$ cat config.mk
export PLATFORM = sky130hd
export DESIGN_NAME = blend_quad
export DESIGN_NICKNAME = d
export VERILOG_FILES = /design/src/rtl/blend_pkg.sv /design/src/rtl/blend_ctrl_pipe.sv /design/src/rtl/blend_lane.sv /design/src/rtl/blend_quad.sv
export SDC_FILE = /design/constraint.sdc
export NUM_CORES = 1
export LEC_CHECK = 0
export BUFFER_PORTS_ARGS = -buffer_cell sky130_fd_sc_hd__buf_2
export CAP_MARGIN = 20
export CORE_ASPECT_RATIO = 0.5
export CORE_UTILIZATION = 40
export DETAILED_ROUTE_END_ITERATION = 8
export SLEW_MARGIN = 20
export SYNTH_ARGS = -nofsm -noshare
export SYNTH_HDL_FRONTEND = slang
export SYNTH_SLANG_ARGS = --single-unit
export TNS_END_PERCENT = 30
$ cat constraint.sdc
create_clock -name clk -period 9.3 [get_ports clk]
set_input_delay 2.79 -clock clk [delete_from_list [all_inputs] [get_ports clk]]
set_output_delay 2.79 -clock clk [all_outputs]
set_load 0.05 [all_outputs]
$ cat src/rtl/blend_pkg.sv
package blend_pkg;

    localparam int LANES  = 4;
    localparam int BYTE_W = 8;
    localparam int WORD_W = LANES * BYTE_W;
    localparam int PROD_W = 2 * BYTE_W;
    localparam int LAT    = 2;

    typedef logic [BYTE_W-1:0] byte_t;

    // Stage-1 state of one lane
    typedef struct packed {
        byte_t prod;
        byte_t bgp;
        byte_t dst;
        logic  en;
    } lane_s1_t;

    // alpha * x / 255, rounded to nearest, without a divider
    function automatic byte_t scale_frac(byte_t a, byte_t x);
        logic [PROD_W:0] t;
        t = {{(BYTE_W+1){1'b0}}, a} * {{(BYTE_W+1){1'b0}}, x};
        t = t + (PROD_W+1)'(1 << (BYTE_W-1));
        t = t + (t >> BYTE_W);
        return t[BYTE_W +: BYTE_W];
    endfunction

    // Saturating byte add
    function automatic byte_t sat_add(byte_t p, byte_t q);
        logic [BYTE_W:0] s;
        s = {1'b0, p} + {1'b0, q};
        return s[BYTE_W] ? {BYTE_W{1'b1}} : s[BYTE_W-1:0];
    endfunction

endpackage

$ cat src/rtl/blend_ctrl_pipe.sv
module blend_ctrl_pipe
    import blend_pkg::*;
#(
    parameter int NL = LANES
) (
    input  logic          clk,
    input  logic          rst,
    input  logic          in_valid,
    input  logic [NL-1:0] in_be,
    output logic          s1_valid,
    output logic          out_valid,
    output logic [NL-1:0] out_be
);

    logic [LAT-1:0]         v_q;
    logic [LAT-1:0][NL-1:0] be_q;

    generate
        for (genvar s = 0; s < LAT; s++) begin : g_stage
            logic          v_prev;
            logic [NL-1:0] be_prev;
            if (s == 0) begin : g_first
                assign v_prev  = in_valid;
                assign be_prev = in_be;
            end else begin : g_next
                assign v_prev  = v_q[s-1];
                assign be_prev = be_q[s-1];
            end
            always_ff @(posedge clk) begin
                if (rst) begin
                    v_q[s]  <= 1'b0;
                    be_q[s] <= '0;
                end else begin
                    v_q[s] <= v_prev;
                    if (v_prev) be_q[s] <= be_prev;
                end
            end
        end
    endgenerate

    assign s1_valid  = v_q[0];
    assign out_valid = v_q[LAT-1];
    assign out_be    = be_q[LAT-1];

    // the mask moves only when a result is delivered
    assert_be_hold_R9: assert property (@(posedge clk) disable iff (rst)
        !out_valid |-> $stable(out_be) || $past(rst));

endmodule

$ cat src/rtl/blend_lane.sv
module blend_lane
    import blend_pkg::*;
(
    input  logic  clk,
    input  logic  rst,
    input  logic  in_valid,
    input  logic  s1_valid,
    input  logic  en,
    input  byte_t alpha,
    input  byte_t fg,
    input  byte_t bgp,
    input  byte_t dst,
    output byte_t res
);

    lane_s1_t s1_q;
    byte_t    res_q;

    // Stage 1: scaled foreground plus the operands carried forward
    always_ff @(posedge clk) begin
        if (rst) begin
            s1_q <= '0;
        end else if (in_valid) begin
            s1_q.prod <= scale_frac(alpha, fg);
            s1_q.bgp  <= bgp;
            s1_q.dst  <= dst;
            s1_q.en   <= en;
        end
    end

    // Stage 2: saturating add, or pass the destination byte through
    always_ff @(posedge clk) begin
        if (rst) begin
            res_q <= '0;
        end else if (s1_valid) begin
            res_q <= s1_q.en ? sat_add(s1_q.prod, s1_q.bgp) : s1_q.dst;
        end
    end

    assign res = res_q;

    // an enabled result never falls below the host product
    assert_sat_floor_R5: assert property (@(posedge clk) disable iff (rst)
        s1_valid && s1_q.en |=> res >= $past(s1_q.bgp));

    // a disabled lane returns its destination byte
    assert_passthru_R7: assert property (@(posedge clk) disable iff (rst)
        s1_valid && !s1_q.en |=> res == $past(s1_q.dst));

    // no delivery, no change
    assert_hold_R9: assert property (@(posedge clk) disable iff (rst)
        !s1_valid |=> $stable(res));

endmodule

$ cat src/rtl/blend_quad.sv
module blend_quad
    import blend_pkg::*;
#(
    parameter int NL = LANES
) (
    input  logic               clk,
    input  logic               rst,
    input  logic               in_valid,
    input  logic [NL*BYTE_W-1:0] in_fg,
    input  logic [NL*BYTE_W-1:0] in_alpha,
    input  logic [NL*BYTE_W-1:0] in_bgprod,
    input  logic [NL*BYTE_W-1:0] in_dst,
    input  logic [NL-1:0]      in_be,
    output logic               out_valid,
    output logic [NL*BYTE_W-1:0] out_pix,
    output logic [NL-1:0]      out_be
);

    logic s1_valid;

    blend_ctrl_pipe #(.NL(NL)) u_ctrl (
        .clk      (clk),
        .rst      (rst),
        .in_valid (in_valid),
        .in_be    (in_be),
        .s1_valid (s1_valid),
        .out_valid(out_valid),
        .out_be   (out_be)
    );

    generate
        for (genvar i = 0; i < NL; i++) begin : g_lane
            byte_t res_i;
            blend_lane u_lane (
                .clk     (clk),
                .rst     (rst),
                .in_valid(in_valid),
                .s1_valid(s1_valid),
                .en      (in_be[i]),
                .alpha   (in_alpha[i*BYTE_W +: BYTE_W]),
                .fg      (in_fg[i*BYTE_W +: BYTE_W]),
                .bgp     (in_bgprod[i*BYTE_W +: BYTE_W]),
                .dst     (in_dst[i*BYTE_W +: BYTE_W]),
                .res     (res_i)
            );
            assign out_pix[i*BYTE_W +: BYTE_W] = res_i;
        end
    endgenerate

    // Cycles since reset, saturating, gates the two-deep look-back
    logic [1:0] age_q;
    always_ff @(posedge clk) begin
        if (rst) age_q <= '0;
        else if (age_q != 2'd3) age_q <= age_q + 2'd1;
    end

    // fixed two-edge latency of the valid flag
    assert_latency_R2: assert property (@(posedge clk) disable iff (rst)
        age_q >= 2'd2 |-> out_valid == $past(in_valid, 2));

    // the mask arrives with its operation
    assert_be_align_R8: assert property (@(posedge clk) disable iff (rst)
        age_q >= 2'd2 && out_valid |-> out_be == $past(in_be, 2));

    // quiet right after reset
    assert_reset_R1: assert property (@(posedge clk)
        $past(rst) |-> !out_valid && out_pix == '0 && out_be == '0);

endmodule

== After elaboration in Yosys (flattened, before gate mapping) ==
Cells that the tools add are included.
Storage, ports and cells
  bits in registers: 142
  input port bits: 135
Cells by class
  $add $sub $neg: 12
  multipliers: 4
  mux-type cells: 8
Operators by type and width (number)
  $add A16 B8 Y17 const B: 4
  $add A16 B9 Y16: 4
  $mul A8 B8 Y16: 4
  $mux W8: 8
  $add A8 B8 Y9: 4

== Logic depth before layout (Yosys ltp) ==
Gate-level depths: netlist (run 1).
  depth in word-level cells: 3
  mapped depth: 27
  depth with buffers taken out: 27

== By module ==
From an unflattened synthesis (run 1), not the netlist that was laid out.
Unflattened totals
  cell total of the unflattened synthesis: 2004
  area, all modules: 17391.7 sq um
Modules (own cells, without submodules)
  blend_lane at g_lane[0].u_lane ...: times used 2, cells each 499, area each 4287.9 sq um, seq. area each 660.6 sq um
  blend_lane at g_lane[3].u_lane: times used 1, cells each 490, area each 4254.1 sq um, seq. area each 660.6 sq um
  blend_lane at g_lane[2].u_lane: times used 1, cells each 485, area each 4211.5 sq um, seq. area each 660.6 sq um
  blend_ctrl_pipe: times used 1, cells each 31, area each 350.3 sq um, seq. area each 200.2 sq um

== Least setup slack after synthesis (run 1) ==
No wires, ideal clock.
  path kind: in2reg
  start: input in_fg[16]
  end: register g_lane[2].u_lane.s1_q[23] (netlist name)
  library setup time: 0.091 ns
  data arrival time: 8.055 ns
  setup slack: 1.154 ns
  cell stages on the path: 24
  buffers on the path: 0
  cell sequence: and2_1 ha_1 inv_1 fa_1 inv_1 ha_1 inv_1 fa_1 inv_1 ha_1 fa_1 a21o_1 a21o_1 a311o_1 xor2_1 ha_1 nand2_1 a2111oi_0 a211oi_1 o21ai_1 maj3_1 a31oi_1 or3_1 a311oi_1
On the way
  longest elaborated chain between the ends: 3
Ends and longest elaborated chain
  start: declaration: RTL line blend_quad.sv:9  | input logic [NL*BYTE_W-1:0] in_fg,
  $mul A8 B8 Y16: RTL line blend_pkg.sv:22  | t = {{(BYTE_W+1){1'b0}}, a} * {{(BYTE_W+1){1'b0}}, x};
  $add A16 B8 Y17: RTL line blend_pkg.sv:23  | t = t + (PROD_W+1)'(1 << (BYTE_W-1));
  $add A16 B9 Y16: RTL line blend_pkg.sv:24  | t = t + (t >> BYTE_W);
  end: declaration: RTL line blend_lane.sv:16  | lane_s1_t s1_q;
No other way between the ends.
A chain may end at the register's enable or synchronous reset.

== Worst setup path in the final report (run 1) ==
  start: input in_fg[5]
  end: register g_lane[0].u_lane.s1_q[20] (netlist name)
On the way
  longest elaborated chain between the ends: 3
Ends and longest elaborated chain (RTL line)
  $mul A8 B8 Y16: blend_pkg.sv:22
  $add A16 B8 Y17: blend_pkg.sv:23
  $add A16 B9 Y16: blend_pkg.sv:24
  end: declaration: blend_lane.sv:16
No other way between the ends.

==> results of run 1 <==
-- cells in the mapped netlist, types with 3 or more instances --
cell type	instances	area share
sky130_fd_sc_hd__xnor2_1	48	0.025
sky130_fd_sc_hd__ha_1	232	0.18
sky130_fd_sc_hd__nand2b_1	38	0.014
sky130_fd_sc_hd__o21a_1	9	0.0041
sky130_fd_sc_hd__a21boi_0	10	0.0045
sky130_fd_sc_hd__nand2_1	128	0.029
sky130_fd_sc_hd__nor2b_1	11	0.0042
sky130_fd_sc_hd__o31a_1	3	0.0016
sky130_fd_sc_hd__o211ai_1	4	0.0018
sky130_fd_sc_hd__and2_1	188	0.071
sky130_fd_sc_hd__o31ai_1	4	0.0018
sky130_fd_sc_hd__nand4_1	9	0.0034
sky130_fd_sc_hd__xnor3_1	4	0.0054
sky130_fd_sc_hd__xor2_1	20	0.011
sky130_fd_sc_hd__and3_1	9	0.0034
sky130_fd_sc_hd__nor3b_1	10	0.0045
sky130_fd_sc_hd__a31oi_1	17	0.0064
sky130_fd_sc_hd__buf_1	7	0.0016
sky130_fd_sc_hd__o21ai_0	45	0.014
sky130_fd_sc_hd__nor2_1	142	0.032
sky130_fd_sc_hd__or3_1	8	0.0030
sky130_fd_sc_hd__a211oi_2	3	0.0023
sky130_fd_sc_hd__nor4_1	3	0.0011
sky130_fd_sc_hd__o22ai_1	3	0.0011
sky130_fd_sc_hd__dfxtp_1	138	0.17
sky130_fd_sc_hd__o21bai_1	9	0.0041
sky130_fd_sc_hd__or2_2	4	0.0015
sky130_fd_sc_hd__inv_1	273	0.062
sky130_fd_sc_hd__or4_1	3	0.0014
sky130_fd_sc_hd__fa_1	152	0.18
sky130_fd_sc_hd__nand3_1	24	0.0073
sky130_fd_sc_hd__o221ai_1	30	0.016
sky130_fd_sc_hd__a21oi_1	89	0.027
sky130_fd_sc_hd__mux2i_1	81	0.049
sky130_fd_sc_hd__a311oi_1	8	0.0042
sky130_fd_sc_hd__a21o_1	26	0.012
sky130_fd_sc_hd__a211oi_1	22	0.010
sky130_fd_sc_hd__nor3_1	15	0.0045
sky130_fd_sc_hd__clkbuf_1	33	0.0075
-- area by class of cell --
type	count	area, um2
multi-input cells	1445	12600
well taps	540	676
fillers	4083	22000
repair buffers	175	891
flip-flops and latches	138	2760
inverters	274	1030
clock inverters	13	169
clock buffers	19	443
-- metal layers --
layer	global-route usage	wire length, um
met3	0.0201	631
met1	0.246	17500
met2	0.320	18600
met4	0.0338	379
met5	0	0
-- flip-flops by register name (all words and copies together), names as in the netlist --
signal	count
g_lane.u_lane.res	32
g_lane.u_lane.s1_q	96
u_ctrl.g_stage.be_prev	4
u_ctrl.out_be	4
u_ctrl.out_valid	1
u_ctrl.s1_valid	1
-- critical path: stages --
cell	delay [ns]
sky130_fd_sc_hd__buf_2	0.16
sky130_fd_sc_hd__nand2_1	0.10
sky130_fd_sc_hd__fa_1	0.49
sky130_fd_sc_hd__fa_1	0.50
sky130_fd_sc_hd__inv_1	0.06
sky130_fd_sc_hd__fa_1	0.53
sky130_fd_sc_hd__inv_1	0.05
sky130_fd_sc_hd__fa_1	0.53
sky130_fd_sc_hd__inv_1	0.05
sky130_fd_sc_hd__ha_1	0.34
sky130_fd_sc_hd__o21ai_0	0.10
sky130_fd_sc_hd__o21bai_1	0.27
sky130_fd_sc_hd__nand4_1	0.21
sky130_fd_sc_hd__a21oi_1	0.41
sky130_fd_sc_hd__o21a_1	0.17
sky130_fd_sc_hd__o21ai_0	0.14
sky130_fd_sc_hd__and2_1	0.20
sky130_fd_sc_hd__ha_1	0.25
sky130_fd_sc_hd__nor3_1	0.34
sky130_fd_sc_hd__inv_1	0.08
sky130_fd_sc_hd__a311oi_1	0.55
sky130_fd_sc_hd__nor3_1	0.13
sky130_fd_sc_hd__xnor2_1	0.16
sky130_fd_sc_hd__a211oi_1	0.24
-- final timing paths --
kind                                            endpoint  cells past startpoint
hold / removal    g_lane[3].u_lane.s1_q[20]$_SDFFE_PP0P_                      2
setup reg to reg    g_lane[0].u_lane.res[7]$_SDFFE_PP0P_                     12
hold reg to reg   g_lane[3].u_lane.s1_q[20]$_SDFFE_PP0P_                      2
setup / recovery  g_lane[0].u_lane.s1_q[20]$_SDFFE_PP0P_                     24
-- per-stage QoR --
step           cells  cell area (um2)  worst slack, ns  hold WS, ns
2_1_floorplan   1899            16600             1.15        0.426
3_3_place_gp    2572            18000            0.500        0.453
3_5_place_dp    2572            18000            0.452        0.454
4_1_cts         2604            18600            0.863        0.465
5_1_grt         2604            18600            0.307        0.478
6_report        2604            18600            0.769        0.457
-- cells in the final DEF, fill, tap and decap left out, types with 24 or more instances in the layout --
master	n
sky130_fd_sc_hd__ha_1	232
sky130_fd_sc_hd__dfxtp_1	137
sky130_fd_sc_hd__xnor2_1	48
sky130_fd_sc_hd__nand2b_1	38
sky130_fd_sc_hd__o21ai_0	45
sky130_fd_sc_hd__o221ai_1	30
sky130_fd_sc_hd__a21o_1	26
sky130_fd_sc_hd__nor2_1	142
sky130_fd_sc_hd__nand2_1	128
sky130_fd_sc_hd__fa_1	152
sky130_fd_sc_hd__and2_1	188
sky130_fd_sc_hd__nand3_1	24
sky130_fd_sc_hd__inv_1	273
sky130_fd_sc_hd__mux2i_1	81
sky130_fd_sc_hd__buf_2	169
sky130_fd_sc_hd__a21oi_1	89
-- cell families (layout without fill, tap and decap cells) --
logic type                 count (synthesis)  after routing  share of synthesized area
DFF                                      138            138                      0.167
buffers and inverters                    316            481                     0.0718
AOI/OAI and AO/OA                        307            307                      0.126
muxes                                     81             81                     0.0490
and+or+nand+nor                          598            598                      0.184
adders and majority gates                386            386                      0.360
xor gates and xnor gates                  73             73                     0.0424
-- power by group through the flow --
stage                     registers (W)  clock network [W]  logic [W]
after floorplan                0.000728                  0    0.00252
after global placement         0.000722                  0    0.00325
after detailed placement       0.000722                  0    0.00327
after CTS                      0.000710           0.000711    0.00330
after global routing           0.000717           0.000736    0.00377
final                          0.000709           0.000695    0.00328
==> impl_metrics.py, run 1 <==
metrics = {
    "run_status": {
        "outcome": "complete, no violations",
    },
    "timing": {
        "tightestPinTransition_ns": 0.831,
        "min_period_ns": 8.53,
        "finalHoldViolations": 0,
        "grt_setup_unrepaired": "false",
        "setup-violations-final": 0,
        "share_of_the_clock_period_used_by_the_worst_path": 0.917,
        "slew-limit-headroom": 0.446,
        "setup_total_negative_slack_ns": 0,
        "drv_slew": 0,
        "maxClockFrequency_mhz": 117,
        "fin_worst_skew_ns": 0.00745,
    },
    "die": {
        "floorplan.die_area_um2": 42300,
        "num_rows": 52,
        "io_pins": 172,
        "core_area_um2": 40600,
        "chipWidth_um": 290,
        "die-height_um": 146,
        "initial_utilization": 0.408,
    },
    "synthesis": {
        "post_synth_inst_count": 1899,
        "synth-seq-cells": 138,
        "synth_area_um2": 16600,
        "synth-edff-count": 0,
        "syn-num-nets": 2418,
        "post_synth_num_cell_types": 66,
        "synth-main-ff-cell": "sky130_fd_sc_hd__dfxtp_1",
        "synth.yosys.warnings": 0,
        "ys_seq_area_frac": 0.167,
        "synth_async_sr_flop_share": 0,
        "synth.avg_cell_area_um2": 8.72,
    },
    "clock_network": {
        "cts_buffers": 17,
        "clock_sinks": 138,
        "cts-htree-levels": 4,
        "ctsRootBufferMaster": "sky130_fd_sc_hd__clkbuf_16",
        "cts_post_setup_buffers_inserted": 0,
        "post_cts_resized": 0,
        "clkLatencyLatePin_ns": 0.42,
        "cts-hold-fix-buffers": 0,
        "clock_tree_from_tritoncts": "yes",
        "ctsLongestPathBuffers": 2,
        "clkTransAtPathRegs_ns": 0.06,
    },
    "critical_path": {
        "crit_end_category": "register",
        "worstPathRequired_ns": 9.63,
        "r2r_start": "g_lane[0].u_lane.s1_q[17]$_SDFFE_PP0P_",
        "start_kind": "primary input",
        "cp-startpoint": "in_fg[5]",
        "crit_fanout": 8,
        "setup.worst_path.class": "primary input to register",
        "regToRegSetupSlack_ns": 6.54,
        "crit_arrival_ns": 8.86,
    },
    "grt": {
        "first_global_vias": 13124,
        "grt_start_max_net_pins": 76,
        "grt_first_pass_wirelength_mm": 64.2,
        "number_of_antenna_violations_at_the_first_check_in_global_routing": 0,
        "global_route_total_usage_across_every_layer": 0.184,
        "globalRoute.totalOverflow": 0,
    },
    "power_and_ir_drop": {
        "p_switching_w": 0.00226,
        "sw_frac_of_total": 0.482,
        "pwr-share-clk": 0.148,
        "power.ir.vdd_worst_mv": 0.115,
        "internal_power_w": 0.00243,
        "power_per_cell_area_nw_per_um2": 252,
        "total_leakage_power_nw": 9.31,
        "fin_total_pwr_w": 0.00469,
        "sequential_cell_fraction_of_total_power": 0.151,
        "power_frac_comb": 0.700,
    },
    "route": {
        "routed_via_density": 5.01,
        "avgRoutedWirePerCell_um": 14.3,
        "drtIter0Drc": 661,
        "drtPass1Iterations": 5,
        "dr_total_vias": 13054,
        "drc": 0,
        "drt.antenna.violating_nets": 0,
        "finalWirelength_mm": 37.2,
    },
    "hold_path": {
        "hp-class": "register to register",
        "hold_path_startpoint": "g_lane[3].u_lane.s1_q[20]$_SDFFE_PP0P_",
    },
    "placement": {
        "place.detailed.hpwl_mm": 30.2,
        "place.port_buffers": 171,
        "place.gp.congestion": 0.856,
    },
    "layout": {
        "nets": 2570,
        "area_delta_synth_final_pct": 12.2,
        "final_core_util": 0.458,
        "antenna-diode-count": 0,
        "post_route_cells_drive_above_1_share": 0.108,
    },
    "run": {
        "max_cap_viol_count": 0,
    },
}
Power figures use the tool's default switching activity.
==> run 2, diff against run 1 <==
- RECOVER_POWER: unset -> 25
==> impl_metrics.py, run 2 (same netlist as run 1, synthesis figures left out) <==
metrics = {
    "run_status": {
        "outcome": "finished with violations",
        "violations_in_the_final_reports": "max-capacitance violations, max-slew violations",
    },
    "clock_network": {
        "cts-htree-levels": 4,
        "post_cts_resized": 0,
        "clkLatencyLatePin_ns": 0.42,
        "clock_sinks": 138,
        "cts_post_setup_buffers_inserted": 0,
        "ctsLongestPathBuffers": 2,
        "clock_tree_from_tritoncts": "yes",
        "cts-hold-fix-buffers": 0,
        "ctsRootBufferMaster": "sky130_fd_sc_hd__clkbuf_16",
        "clkTransAtPathRegs_ns": 0.06,
        "cts_buffers": 17,
    },
    "die": {
        "chipWidth_um": 290,
        "io_pins": 172,
        "initial_utilization": 0.408,
        "core_area_um2": 40600,
        "die-height_um": 146,
        "num_rows": 52,
        "floorplan.die_area_um2": 42300,
    },
    "timing": {
        "finalHoldViolations": 0,
        "drv_slew": 61,
        "min_period_ns": 8.53,
        "slew-limit-headroom": -0.802,
        "share_of_the_clock_period_used_by_the_worst_path": 0.917,
        "tightestPinTransition_ns": 2.70,
        "fin_worst_skew_ns": 0.00730,
        "grt_setup_unrepaired": "false",
        "maxClockFrequency_mhz": 117,
        "setup-violations-final": 0,
        "setup_total_negative_slack_ns": 0,
    },
    "critical_path": {
        "start_kind": "primary input",
        "crit_fanout": 8,
        "r2r-end": "g_lane[0].u_lane.res[7]$_SDFFE_PP0P_",
        "r2r_start": "g_lane[0].u_lane.s1_q[17]$_SDFFE_PP0P_",
        "depth_of_the_most_critical_reg_to_reg_path": 12,
        "crit_chain": "buf_2 > nand2_1 > fa_1 > fa_1 > inv_1 > fa_1 > inv_1 > fa_1 > inv_1 > ha_1 > o21ai_0 > o21bai_1 > nand4_1 > a21oi_1 > o21a_1 > o21ai_0 > and2_1 > ha_1 > nor3_1 > inv_1 > a311oi_1 > nor4_1 > xnor2_1 > a211oi_1",
        "crit_path_slowest_cell": "sky130_fd_sc_hd__a311oi_1",
        "crit_end_category": "register",
        "cp_max_stage_delay_ns": 0.55,
        "cp_top_family": "adder cells",
        "path_buf_inv": 5,
        "worstPathRequired_ns": 9.47,
        "crit_arrival_ns": 8.70,
        "setup.worst_path.class": "primary input to register",
        "regToRegSetupSlack_ns": 6.51,
    },
    "placement": {
        "placed_cells_incl_taps": 2572,
        "place.port_buffers": 171,
        "place.detailed.hpwl_mm": 30.2,
        "place.gp.congestion": 0.856,
        "detailed_place.area_um2": 18000,
    },
    "run": {
        "max_cap_viol_count": 1,
    },
    "grt": {
        "grt_first_pass_wirelength_mm": 64.2,
        "number_of_antenna_violations_at_the_first_check_in_global_routing": 0,
        "globalRoute.totalOverflow": 0,
        "first_global_vias": 13124,
        "grt_start_max_net_pins": 76,
        "global_route_total_usage_across_every_layer": 0.184,
    },
    "layout": {
        "max_ffs_per_register": 96,
        "stdcell_count": 2604,
        "multi_input_area_um2": 12600,
        "regArea_um2": 2760,
        "area_delta_synth_final_pct": 12.1,
        "largest_register": "g_lane.u_lane.s1_q",
        "nets": 2570,
        "antenna-diode-count": 0,
        "post_route_cells_drive_above_1_share": 0.103,
        "final_common_cell": "sky130_fd_sc_hd__inv_1",
        "final_design_area_no_fill_um2": 18600,
        "final_core_util": 0.457,
        "final.fill_count": 4090,
        "final_cell_mix": "sky130_fd_sc_hd__inv_1, sky130_fd_sc_hd__ha_1, sky130_fd_sc_hd__and2_1",
    },
    "power_and_ir_drop": {
        "total_leakage_power_nw": 9.27,
        "power_per_cell_area_nw_per_um2": 253,
        "fin_total_pwr_w": 0.00469,
        "power.ir.vdd_worst_mv": 0.115,
    },
    "hold_path": {
        "worstHoldEndpoint": "g_lane[3].u_lane.s1_q[20]$_SDFFE_PP0P_",
        "timing.hold.worst_path_depth": 2,
        "hp-class": "register to register",
        "hold_path_startpoint": "g_lane[3].u_lane.s1_q[20]$_SDFFE_PP0P_",
    },
    "route": {
        "finalWirelength_mm": 37.2,
        "avgRoutedWirePerCell_um": 14.3,
        "routed_via_density": 5.02,
        "drc": 0,
        "drtIter0Drc": 660,
        "dr_total_vias": 13061,
        "drtPass1Iterations": 4,
        "drt.antenna.violating_nets": 0,
    },
}
[run 2: worst min-delay path: stages, from the launching register on]
cell	delay [ns]
sky130_fd_sc_hd__dfxtp_1	0.32
sky130_fd_sc_hd__nand2_1	0.06
sky130_fd_sc_hd__nand2_1	0.04
[run 2: layout make-up]
| cell class | instances | area share |
|---|---|---|
| clock buffers | 19 | 0.0239 |
| clock inverters | 13 | 0.00910 |
| inverters | 274 | 0.0554 |
| multi-input cells | 1445 | 0.679 |
| flip-flops and latches | 138 | 0.149 |
| well taps | 540 | 0.0364 |
| repair buffers | 175 | 0.0471 |
[run 2: report_power, final]
part           switching, W  internal [W]  leakage, nW
logic               0.00195       0.00133         7.84
clock network      0.000264      0.000431        0.286
registers         0.0000448      0.000664         1.14
total               0.00226       0.00243         9.27
[run 2: metrics by stage]
stage	hold slack, ns	worst slack [ns]
final	0.457	0.769
after global routing	0.478	0.307
after CTS	0.465	0.863
after detailed placement	0.454	0.452
after global placement	0.453	0.500
after floorplan	0.426	1.15
[run 2: layer usage]
metal	wire, um	vias up	GRT usage
li1	-	6635	-
met1	17500	6258	0.246
met2	18600	143	0.320
met3	658	25	0.0201
met4	379	0	0.0338
met5	0	-	0
[run 2: worst max-delay path by stage]
stage,end,cells after the start,startpoint
final,g_lane[0].u_lane.s1_q[22]$_SDFFE_PP0P_,24,in_fg[5]
after global routing,g_lane[2].u_lane.s1_q[22]$_SDFFE_PP0P_,26,in_fg[16]
after CTS,g_lane[0].u_lane.s1_q[20]$_SDFFE_PP0P_,24,in_fg[5]
after detailed placement,g_lane[0].u_lane.s1_q[22]$_SDFFE_PP0P_,24,in_fg[5]
after global placement,g_lane[0].u_lane.s1_q[20]$_SDFFE_PP0P_,23,in_alpha[2]
after floorplan,g_lane[2].u_lane.s1_q[23]$_SDFFE_PP0P_,24,in_fg[16]
==> run 3, diff against run 2 <==
- clock period: 9.3 -> 10.7 ns (I/O delays scaled with it)
==> impl_metrics.py, run 3 (same netlist as run 1, synthesis figures left out) <==
metrics = {
    "timing": {
        "min_period_ns": 8.92,
        "grt_setup_unrepaired": "false",
        "finalHoldViolations": 0,
        "share_of_the_clock_period_used_by_the_worst_path": 0.833,
        "drv_slew": 64,
        "maxClockFrequency_mhz": 112,
        "setup_total_negative_slack_ns": 0,
        "setup-violations-final": 0,
        "slew-limit-headroom": -0.876,
        "fin_worst_skew_ns": 0.00775,
        "tightestPinTransition_ns": 2.81,
    },
    "placement": {
        "place.port_buffers": 171,
        "place.gp.congestion": 0.860,
        "place.detailed.hpwl_mm": 30.1,
    },
    "route": {
        "finalWirelength_mm": 37.3,
        "drt.antenna.violating_nets": 0,
        "avgRoutedWirePerCell_um": 14.3,
        "drc": 0,
        "dr_total_vias": 13006,
        "drtPass1Iterations": 4,
        "drtIter0Drc": 691,
        "routed_via_density": 5.00,
    },
    "layout": {
        "nets": 2569,
        "regArea_um2": 2760,
        "post_route_cells_drive_above_1_share": 0.102,
        "max_ffs_per_register": 96,
        "largest_register": "g_lane.u_lane.s1_q",
        "final_cell_mix": "sky130_fd_sc_hd__inv_1, sky130_fd_sc_hd__ha_1, sky130_fd_sc_hd__and2_1",
        "area_delta_synth_final_pct": 11.9,
        "multi_input_area_um2": 12600,
        "final_core_util": 0.456,
        "final.fill_count": 4038,
        "final_common_cell": "sky130_fd_sc_hd__inv_1",
    },
    "power_and_ir_drop": {
        "pwr-share-clk": 0.142,
        "sw_frac_of_total": 0.486,
        "power.ir.vdd_worst_mv": 0.115,
        "power_frac_comb": 0.705,
        "power_per_cell_area_nw_per_um2": 218,
        "total_leakage_power_nw": 9.25,
        "fin_total_pwr_w": 0.00404,
        "sequential_cell_fraction_of_total_power": 0.153,
        "internal_power_w": 0.00208,
        "p_switching_w": 0.00196,
    },
    "clock_network": {
        "clock_sinks": 138,
        "post_cts_resized": 0,
        "cts-hold-fix-buffers": 0,
        "cts_post_setup_buffers_inserted": 0,
        "cts_buffers": 17,
        "clkTransAtPathRegs_ns": 0.05,
        "cts-htree-levels": 4,
        "clock_tree_from_tritoncts": "yes",
        "clkLatencyLatePin_ns": 0.42,
        "ctsLongestPathBuffers": 2,
        "ctsRootBufferMaster": "sky130_fd_sc_hd__clkbuf_16",
    },
    "hold_path": {
        "timing.hold.worst_path_depth": 2,
        "hp-class": "register to register",
    },
    "die": {
        "floorplan.die_area_um2": 42300,
        "core_area_um2": 40600,
        "io_pins": 172,
        "initial_utilization": 0.408,
        "num_rows": 52,
        "die-height_um": 146,
        "chipWidth_um": 290,
    },
    "run_status": {
        "outcome": "finished with violations",
        "violations_in_the_final_reports": "max-capacitance violations, max-slew violations",
    },
    "critical_path": {
        "setup.worst_path.class": "primary input to register",
        "start_kind": "primary input",
        "worstPathRequired_ns": 11.02,
        "crit_arrival_ns": 9.23,
        "regToRegSetupSlack_ns": 7.95,
        "crit_fanout": 8,
        "crit_end_category": "register",
        "depth_of_the_most_critical_reg_to_reg_path": 12,
    },
    "grt": {
        "globalRoute.totalOverflow": 0,
        "grt_start_max_net_pins": 73,
        "global_route_total_usage_across_every_layer": 0.182,
        "grt_first_pass_wirelength_mm": 64.0,
        "number_of_antenna_violations_at_the_first_check_in_global_routing": 2,
        "first_global_vias": 13163,
    },
    "run": {
        "max_cap_viol_count": 1,
    },
}
-- run 3: worst paths after layout --
path / start / endpoint
max: in_fg[16] / g_lane[2].u_lane.s1_q[23]$_SDFFE_PP0P_
min: g_lane[3].u_lane.s1_q[20]$_SDFFE_PP0P_ / g_lane[3].u_lane.s1_q[20]$_SDFFE_PP0P_
max reg2reg: g_lane[0].u_lane.s1_q[17]$_SDFFE_PP0P_ / g_lane[0].u_lane.res[6]$_SDFFE_PP0P_
min reg2reg: g_lane[3].u_lane.s1_q[20]$_SDFFE_PP0P_ / g_lane[3].u_lane.s1_q[20]$_SDFFE_PP0P_
-- run 3: per-stage QoR --
step	std cells	hold WS, ns	setup slack (ns)	cell area, um2
after floorplan	1899	0.426	2.13	16600
after global placement	2571	0.440	1.45	18000
after detailed placement	2571	0.456	1.37	18000
after CTS	2601	0.466	1.81	18500
after global routing	2603	0.478	1.24	18500
final	2603	0.457	1.79	18500
-- run 3: final cells by class --
type / count / share of cell area
Clock inverter: 11 / 0.00669
Antenna cell: 2 / 0.000270
Tap cell: 540 / 0.0365
Multi-Input combinational cell: 1445 / 0.681
Sequential cell: 138 / 0.149
Clock buffer: 19 / 0.0245
Inverter: 274 / 0.0555
Timing Repair Buffer: 174 / 0.0468
-- run 3: power by group through the flow --
stage          Sequential, W  Combinational, W  Clock, W
2_1_floorplan       0.000632           0.00219         0
3_3_place_gp        0.000628           0.00281         0
3_5_place_dp        0.000629           0.00283         0
4_1_cts             0.000618           0.00286  0.000584
5_1_grt             0.000625           0.00325  0.000609
6_report            0.000618           0.00285  0.000576
-- run 3: metal layers --
layer	global-route usage	vias up	part of all wire
li1	-	6640	-
met1	0.241	6266	0.48
met2	0.328	85	0.50
met3	0.0144	15	0.013
met4	0.0288	0	0.0058
met5	0	-	0
-- run 3: worst max-delay path, cell delays in order --
cell	delay (ns)
sky130_fd_sc_hd__buf_2	0.17
sky130_fd_sc_hd__nand2_1	0.10
sky130_fd_sc_hd__fa_1	0.52
sky130_fd_sc_hd__fa_1	0.52
sky130_fd_sc_hd__inv_1	0.05
sky130_fd_sc_hd__fa_1	0.54
sky130_fd_sc_hd__inv_1	0.05
sky130_fd_sc_hd__fa_1	0.47
sky130_fd_sc_hd__inv_1	0.06
sky130_fd_sc_hd__ha_1	0.33
sky130_fd_sc_hd__o21a_1	0.18
sky130_fd_sc_hd__a21oi_1	0.28
sky130_fd_sc_hd__xor2_1	0.26
sky130_fd_sc_hd__inv_1	0.14
sky130_fd_sc_hd__ha_1	0.30
sky130_fd_sc_hd__nand3_1	0.08
sky130_fd_sc_hd__a2111oi_0	0.44
sky130_fd_sc_hd__a211oi_1	0.10
sky130_fd_sc_hd__o21ai_1	0.29
sky130_fd_sc_hd__maj3_1	0.26
sky130_fd_sc_hd__a31oi_1	0.20
sky130_fd_sc_hd__or3_1	0.40
sky130_fd_sc_hd__a311oi_1	0.27
